==> src/rtl/i2csw_pkg.sv <==
package i2csw_pkg;
  localparam int BYTE_W = 8;
  localparam int NCH = 2;
  localparam int IRQ_LSB = 4;
  localparam logic [4:0] FIXED_ADDR = 5'b11100;

  typedef enum logic [2:0] {
    S_IDLE,
    S_ADDR,
    S_ACK,
    S_WDATA,
    S_RDATA,
    S_RACK,
    S_IGNORE
  } bus_state_t;
endpackage

==> src/rtl/i2csw_sync.sv <==
module i2csw_sync #(
  parameter int N = 2,
  parameter int STAGES = 2
) (
  input  logic         clk,
  input  logic         rst_n,
  input  logic [N-1:0] d,
  output logic [N-1:0] q
);
  for (genvar i = 0; i < N; i++) begin : g_line
    logic [STAGES-1:0] chain;
    always_ff @(posedge clk or negedge rst_n) begin
      if (!rst_n) chain <= '1;
      else        chain <= {chain[STAGES-2:0], d[i]};
    end
    assign q[i] = chain[STAGES-1];
  end
endmodule

==> src/rtl/i2csw_ctrl.sv <==
module i2csw_ctrl
  import i2csw_pkg::*;
(
  input  logic              clk,
  input  logic              rst_n,
  input  logic              wr_strobe,
  input  logic [BYTE_W-1:0] wr_byte,
  input  logic              stop_evt,
  input  logic [NCH-1:0]    irq_s_n,
  output logic [NCH-1:0]    chan_en,
  output logic [BYTE_W-1:0] rd_byte
);
  logic [NCH-1:0] sel_q;

  always_ff @(posedge clk or negedge rst_n) begin
    if (!rst_n) begin
      sel_q   <= '0;
      chan_en <= '0;
    end else begin
      if (wr_strobe) sel_q <= wr_byte[NCH-1:0];
      if (stop_evt)  chan_en <= sel_q;
    end
  end

  always_comb begin
    rd_byte = '0;
    rd_byte[NCH-1:0] = sel_q;
    rd_byte[IRQ_LSB +: NCH] = ~irq_s_n;
  end

  // enables move only on the cycle after a STOP
  assert_apply_on_stop_R4: assert property (@(posedge clk) disable iff (!rst_n)
    (chan_en != $past(chan_en)) |-> $past(stop_evt));
endmodule

==> src/rtl/i2csw_link.sv <==
module i2csw_link
  import i2csw_pkg::*;
(
  input  logic              clk,
  input  logic              rst_n,
  input  logic              scl_s,
  input  logic              sda_s,
  input  logic [1:0]        addr_strap,
  input  logic [BYTE_W-1:0] rd_byte,
  output logic              drive_low,
  output logic              wr_strobe,
  output logic [BYTE_W-1:0] wr_byte,
  output logic              stop_evt
);
  localparam int CW = $clog2(BYTE_W + 1);
  localparam logic [CW-1:0] LAST_BIT = CW'(BYTE_W - 1);
  localparam logic [CW-1:0] ALL_BITS = CW'(BYTE_W);

  bus_state_t        state;
  logic              scl_q, sda_q;
  logic [CW-1:0]     cnt;
  logic [BYTE_W-1:0] rx_sh, tx_sh;
  logic              is_read, ack_phase, master_ack;
  logic              scl_rise, scl_fall, start_c, stop_c;
  logic [6:0]        my_addr;

  assign scl_rise = scl_s & ~scl_q;
  assign scl_fall = ~scl_s & scl_q;
  assign start_c  = scl_s & scl_q & sda_q & ~sda_s;
  assign stop_c   = scl_s & scl_q & ~sda_q & sda_s;
  assign stop_evt = stop_c;
  assign my_addr  = {FIXED_ADDR, addr_strap};

  always_ff @(posedge clk or negedge rst_n) begin
    if (!rst_n) begin
      scl_q <= 1'b1;
      sda_q <= 1'b1;
    end else begin
      scl_q <= scl_s;
      sda_q <= sda_s;
    end
  end

  always_ff @(posedge clk or negedge rst_n) begin
    if (!rst_n) begin
      state      <= S_IDLE;
      cnt        <= '0;
      rx_sh      <= '0;
      tx_sh      <= '0;
      is_read    <= 1'b0;
      ack_phase  <= 1'b0;
      master_ack <= 1'b0;
      drive_low  <= 1'b0;
      wr_strobe  <= 1'b0;
      wr_byte    <= '0;
    end else begin
      wr_strobe <= 1'b0;
      if (start_c) begin
        state     <= S_ADDR;
        cnt       <= '0;
        drive_low <= 1'b0;
        ack_phase <= 1'b0;
      end else if (stop_c) begin
        state     <= S_IDLE;
        drive_low <= 1'b0;
      end else begin
        case (state)
          S_ADDR: if (scl_rise) begin
            rx_sh <= {rx_sh[BYTE_W-2:0], sda_s};
            if (cnt == LAST_BIT) begin
              cnt <= '0;
              if (rx_sh[6:0] == my_addr) begin
                state     <= S_ACK;
                is_read   <= sda_s;
                ack_phase <= 1'b0;
              end else begin
                state <= S_IGNORE;
              end
            end else begin
              cnt <= cnt + 1'b1;
            end
          end
          S_ACK: if (scl_fall) begin
            if (!ack_phase) begin
              drive_low <= 1'b1;
              ack_phase <= 1'b1;
            end else begin
              ack_phase <= 1'b0;
              cnt       <= '0;
              if (is_read) begin
                tx_sh     <= rd_byte;
                drive_low <= ~rd_byte[BYTE_W-1];
                state     <= S_RDATA;
              end else begin
                drive_low <= 1'b0;
                state     <= S_WDATA;
              end
            end
          end
          S_WDATA: if (scl_rise) begin
            rx_sh <= {rx_sh[BYTE_W-2:0], sda_s};
            if (cnt == LAST_BIT) begin
              wr_strobe <= 1'b1;
              wr_byte   <= {rx_sh[BYTE_W-2:0], sda_s};
              cnt       <= '0;
              ack_phase <= 1'b0;
              state     <= S_ACK;
            end else begin
              cnt <= cnt + 1'b1;
            end
          end
          S_RDATA: begin
            if (scl_rise) cnt <= cnt + 1'b1;
            else if (scl_fall) begin
              if (cnt == ALL_BITS) begin
                drive_low <= 1'b0;
                state     <= S_RACK;
              end else begin
                tx_sh     <= {tx_sh[BYTE_W-2:0], 1'b0};
                drive_low <= ~tx_sh[BYTE_W-2];
              end
            end
          end
          S_RACK: begin
            if (scl_rise) master_ack <= ~sda_s;
            else if (scl_fall) begin
              if (master_ack) begin
                tx_sh     <= rd_byte;
                drive_low <= ~rd_byte[BYTE_W-1];
                cnt       <= '0;
                state     <= S_RDATA;
              end else begin
                state <= S_IGNORE;
              end
            end
          end
          default: ;
        endcase
      end
    end
  end

  // the pull-down only moves while the sampled clock is low
  assert_drive_scl_low_R9: assert property (@(posedge clk) disable iff (!rst_n)
    (drive_low != $past(drive_low)) |-> !scl_s);

  // a non-addressed target never touches the bus
  assert_ignore_quiet_R1: assert property (@(posedge clk) disable iff (!rst_n)
    (state == S_IGNORE) |-> !drive_low);

  // a master NACK ends the read with SDA released
  assert_nack_release_R6: assert property (@(posedge clk) disable iff (!rst_n)
    (state == S_RACK && scl_fall && !master_ack && !start_c && !stop_c)
      |=> (state == S_IGNORE && !drive_low));

  // a START always restarts address reception
  assert_restart_addr_R8: assert property (@(posedge clk) disable iff (!rst_n)
    start_c |=> (state == S_ADDR && cnt == '0));
endmodule

==> src/rtl/i2csw_top.sv <==
module i2csw_top
  import i2csw_pkg::*;
(
  input  logic           clk,
  input  logic           rst_n,
  input  logic           scl_in,
  input  logic           sda_in,
  input  logic [1:0]     addr_strap,
  input  logic [NCH-1:0] irq_n,
  output logic           sda_drive_low,
  output logic [NCH-1:0] chan_en
);
  logic [1:0]        bus_s;
  logic [NCH-1:0]    irq_s_n;
  logic              wr_strobe, stop_evt;
  logic [BYTE_W-1:0] wr_byte, rd_byte;

  i2csw_sync #(.N(2), .STAGES(2)) u_bus_sync (
    .clk(clk), .rst_n(rst_n), .d({sda_in, scl_in}), .q(bus_s));

  i2csw_sync #(.N(NCH), .STAGES(2)) u_irq_sync (
    .clk(clk), .rst_n(rst_n), .d(irq_n), .q(irq_s_n));

  i2csw_link u_link (
    .clk(clk), .rst_n(rst_n), .scl_s(bus_s[0]), .sda_s(bus_s[1]),
    .addr_strap(addr_strap), .rd_byte(rd_byte), .drive_low(sda_drive_low),
    .wr_strobe(wr_strobe), .wr_byte(wr_byte), .stop_evt(stop_evt));

  i2csw_ctrl u_ctrl (
    .clk(clk), .rst_n(rst_n), .wr_strobe(wr_strobe), .wr_byte(wr_byte),
    .stop_evt(stop_evt), .irq_s_n(irq_s_n), .chan_en(chan_en),
    .rd_byte(rd_byte));
endmodule

==> config.mk <==
export PLATFORM = sky130hd
export DESIGN_NAME = i2csw_top
export DESIGN_NICKNAME = d
export VERILOG_FILES = /design/src/rtl/i2csw_pkg.sv /design/src/rtl/i2csw_sync.sv /design/src/rtl/i2csw_ctrl.sv /design/src/rtl/i2csw_link.sv /design/src/rtl/i2csw_top.sv
export SDC_FILE = /design/constraint.sdc
export NUM_CORES = 1
export LEC_CHECK = 0
export BUFFER_PORTS_ARGS = -buffer_cell sky130_fd_sc_hd__buf_4
export CAP_MARGIN = 20
export CORE_ASPECT_RATIO = 1.25
export CORE_MARGIN = 1.5
export CORE_UTILIZATION = 61
export CTS_CLUSTER_DIAMETER = 150
export CTS_CLUSTER_SIZE = 8
export DETAILED_ROUTE_END_ITERATION = 10
export GPL_ROUTABILITY_DRIVEN = 0
export PLACE_DENSITY = 0.79
export SLEW_MARGIN = 20
export SYNTH_ARGS = -nofsm -noshare
export SYNTH_HDL_FRONTEND = slang
export SYNTH_HIERARCHICAL = 1
export SYNTH_SLANG_ARGS = --single-unit
==> constraint.sdc <==
create_clock -name clk -period 1.88 [get_ports clk]
set_input_delay 0.282 -clock clk [delete_from_list [all_inputs] [get_ports clk]]
set_output_delay 0.282 -clock clk [all_outputs]
set_load 0.01 [all_outputs]
==> impl_metrics.yaml <==
place:
  post-dp-hpwl_mm: 3.07
  placed_cells: 242
  place_area_sq_um: 2350
  numPortBuffers: 10
sta:
  setup-violations-final: 0
  tightest_slew_ps: 511
  rsz0062_at_grt: "false"
  min_period_over_period_pct: 96.8
  min_period_ps: 1820
  finalHoldViolCount: 0
  fmax_mhz: 549
  finClkSkew_ps: 4.93
  fin_tns_setup_ps: 0
  maxSlewHeadroom_pct: 66.0
  slew_viol_final: 0
clock_tree:
  postCtsSetupBuffers: 0
  cts_tree: "yes"
  cts.path.max_buffers: 2
  path_clk_slew_ps: 80
  clock_latency_ps: 300
  ctsHtreeMaxLevel: 2
  numCtsBuffers: 5
  root_buffer: "clkbuf_8"
  cts.sinks: 42
cells_and_area:
  drive_above_1_share_pct: 37.3
  layout_common_cells: "30 x dfrtp_1, 22 x buf_4, 13 x mux2_2"
  finish.instance_area_sq_um: 2460
  final_cell_count_no_fill: 251
  finalNetCount: 221
  post-route-util_pct: 70.7
  antenna_cells: 0
  layout_commonest_cell: "dfrtp_1"
  syn_to_final_growth_pct: 10.6
synthesis:
  avgSynthCellArea_sq_um: 11.6
  synth_cells: 192
  synth_area_sq_um: 2230
  ys_warn_count: 6
route:
  route.detailed.drc: 0
  via_per_inst: 6.17
  first_pass_iters: 4
  wl_per_cell_microns: 17.2
  drt_wl_total_mm: 4.32
  ant_nets: 0
  drt_iter0_markers: 103
  vias: 1548
power_and_ir_drop:
  p_int_mw: 2.05
  seq_power_share_pct: 41.1
  p_leak_nw: 1.14
  max-vdd-ir-drop_mv: 0.904
  clkPwrFrac_pct: 17.6
  p_sw_share_pct: 36.6
  power_density_nw_per_um2: 1310
  share_comb_of_total_power_pct: 41.3
  p_switching_mw: 1.18
setup_path:
  cp.arrival_ps: 2000
  cp_max_fo: 7
  r2r_end: "u_link/cnt[2]$_DFFE_PN0P_"
  worst-r2r-cell-count: 6
  startpoint: "u_link/state[1]$_DFFE_PN0P_"
  cp.required_ps: 2060
  timing.rr.start: "u_link/state[1]$_DFFE_PN0P_"
  critPathLaunchType: "register"
  r2r_slack_ps: 60
  path_class: "reg -> reg"
  endpoint_kind: "register"
  endpoint: "u_link/cnt[2]$_DFFE_PN0P_"
global_route:
  grt_remaining_overflow: 0
  antenna_found_initial: 0
  grt_max_degree: 43
  grt_pass1_vias: 1586
  grtUsageTotal_pct: 24.1
  grt_pass1_wl_mm: 7.40
floorplanning:
  die_w_microns: 57.1
  die_area_sq_um: 4030
  initial_utilization_pct: 64.0
  die_h_microns: 70.6
  ios: 11
  coreArea_sq_um: 3480
  row_count: 24
outcome:
  status: "finished, final reports clean"
min_path:
  hold_class: "in -> reg"
job:
  max_cap_viol_count: 0
## worst min path at each step
stage | start | to | slack (ps) | depth (start not counted)
floorplan | rst_n | u_ctrl/chan_en[0]$_DFFE_PN0P_ | -10 | 0
global placement | rst_n | u_link/cnt[0]$_DFFE_PN0P_ | 280 | 1
detailed placement | rst_n | u_link/cnt[0]$_DFFE_PN0P_ | 290 | 1
CTS | irq_n[0] | u_irq_sync/g_line[0].chain[0]$_DFF_PN1_ | 80 | 1
global route | sda_in | u_bus_sync/g_line[1].chain[0]$_DFF_PN1_ | 70 | 1
finish | irq_n[0] | u_irq_sync/g_line[0].chain[0]$_DFF_PN1_ | 90 | 1
## per-layer routing
layer	share of wire, %	GRT usage (%)	wire length [microns]	vias to the layer above
met4	5.2	12.1	223	0
met3	4.1	6.22	179	22
met5	0	0	0	-
met2	50	40.0	2170	48
met1	41	28.8	1750	766
li1	-	-	-	712
## final cells by class
class | instances | area [sq um]
sequential | 42 | 1070
multi-input combinational | 127 | 1040
fill | 244 | 1020
timing repair buffer | 23 | 175
clock buffer | 6 | 72.6
tap | 39 | 48.8
inverter | 12 | 45.0
clock inverter | 2 | 13.8
## repair_timing
action / in CTS / in global routing
hold endpoints to repair: 32 / 0
hold buffers: 1 / 0
gates resized for setup: 0 / 5
endpoints found under the setup margin: 0 / 11
## registers in the layout, summed over array words and instances (netlist names)
signal                   count
u_link/scl_q                 1
u_link/is_read               1
u_link/sda_q                 1
u_link/wr_strobe             1
u_link/wr_byte               2
u_irq_sync/g_line.chain      4
u_link/ack_phase             1
u_link/drive_low             1
u_link/tx_sh                 7
u_ctrl/chan_en               2
u_link/state                 3
u_bus_sync/g_line.chain      4
u_link/master_ack            1
u_link/rx_sh                 7
u_link/cnt                   4
u_ctrl/sel_q                 2
## power groups by stage
stage | clock network [mW] | logic (mW) | registers (mW)
after floorplan | 0 | 1.04 | 1.27
after global placement | 0 | 1.25 | 1.32
after detailed placement | 0 | 1.30 | 1.34
after CTS | 0.579 | 1.31 | 1.32
after global routing | 0.619 | 1.46 | 1.36
final | 0.571 | 1.34 | 1.33
## through the flow
step,hold WS [ps],setup WS (ps),power (mW)
after floorplan,-13.6,176,2.31
after global placement,279,164,2.57
after detailed placement,291,111,2.63
after CTS,84.4,43.2,3.21
after global routing,73.7,13.7,3.44
final,88.7,59.4,3.24
## worst max-delay path, cell delays in order (launching register included)
cell and delay, ps:
dfrtp_2 460, buf_4 180, nor3b_2 180, a311oi_2 340, o211ai_1 260, o21ai_1 190, o41ai_1 90
No activity file was read; power rests on OpenSTA's default activity.
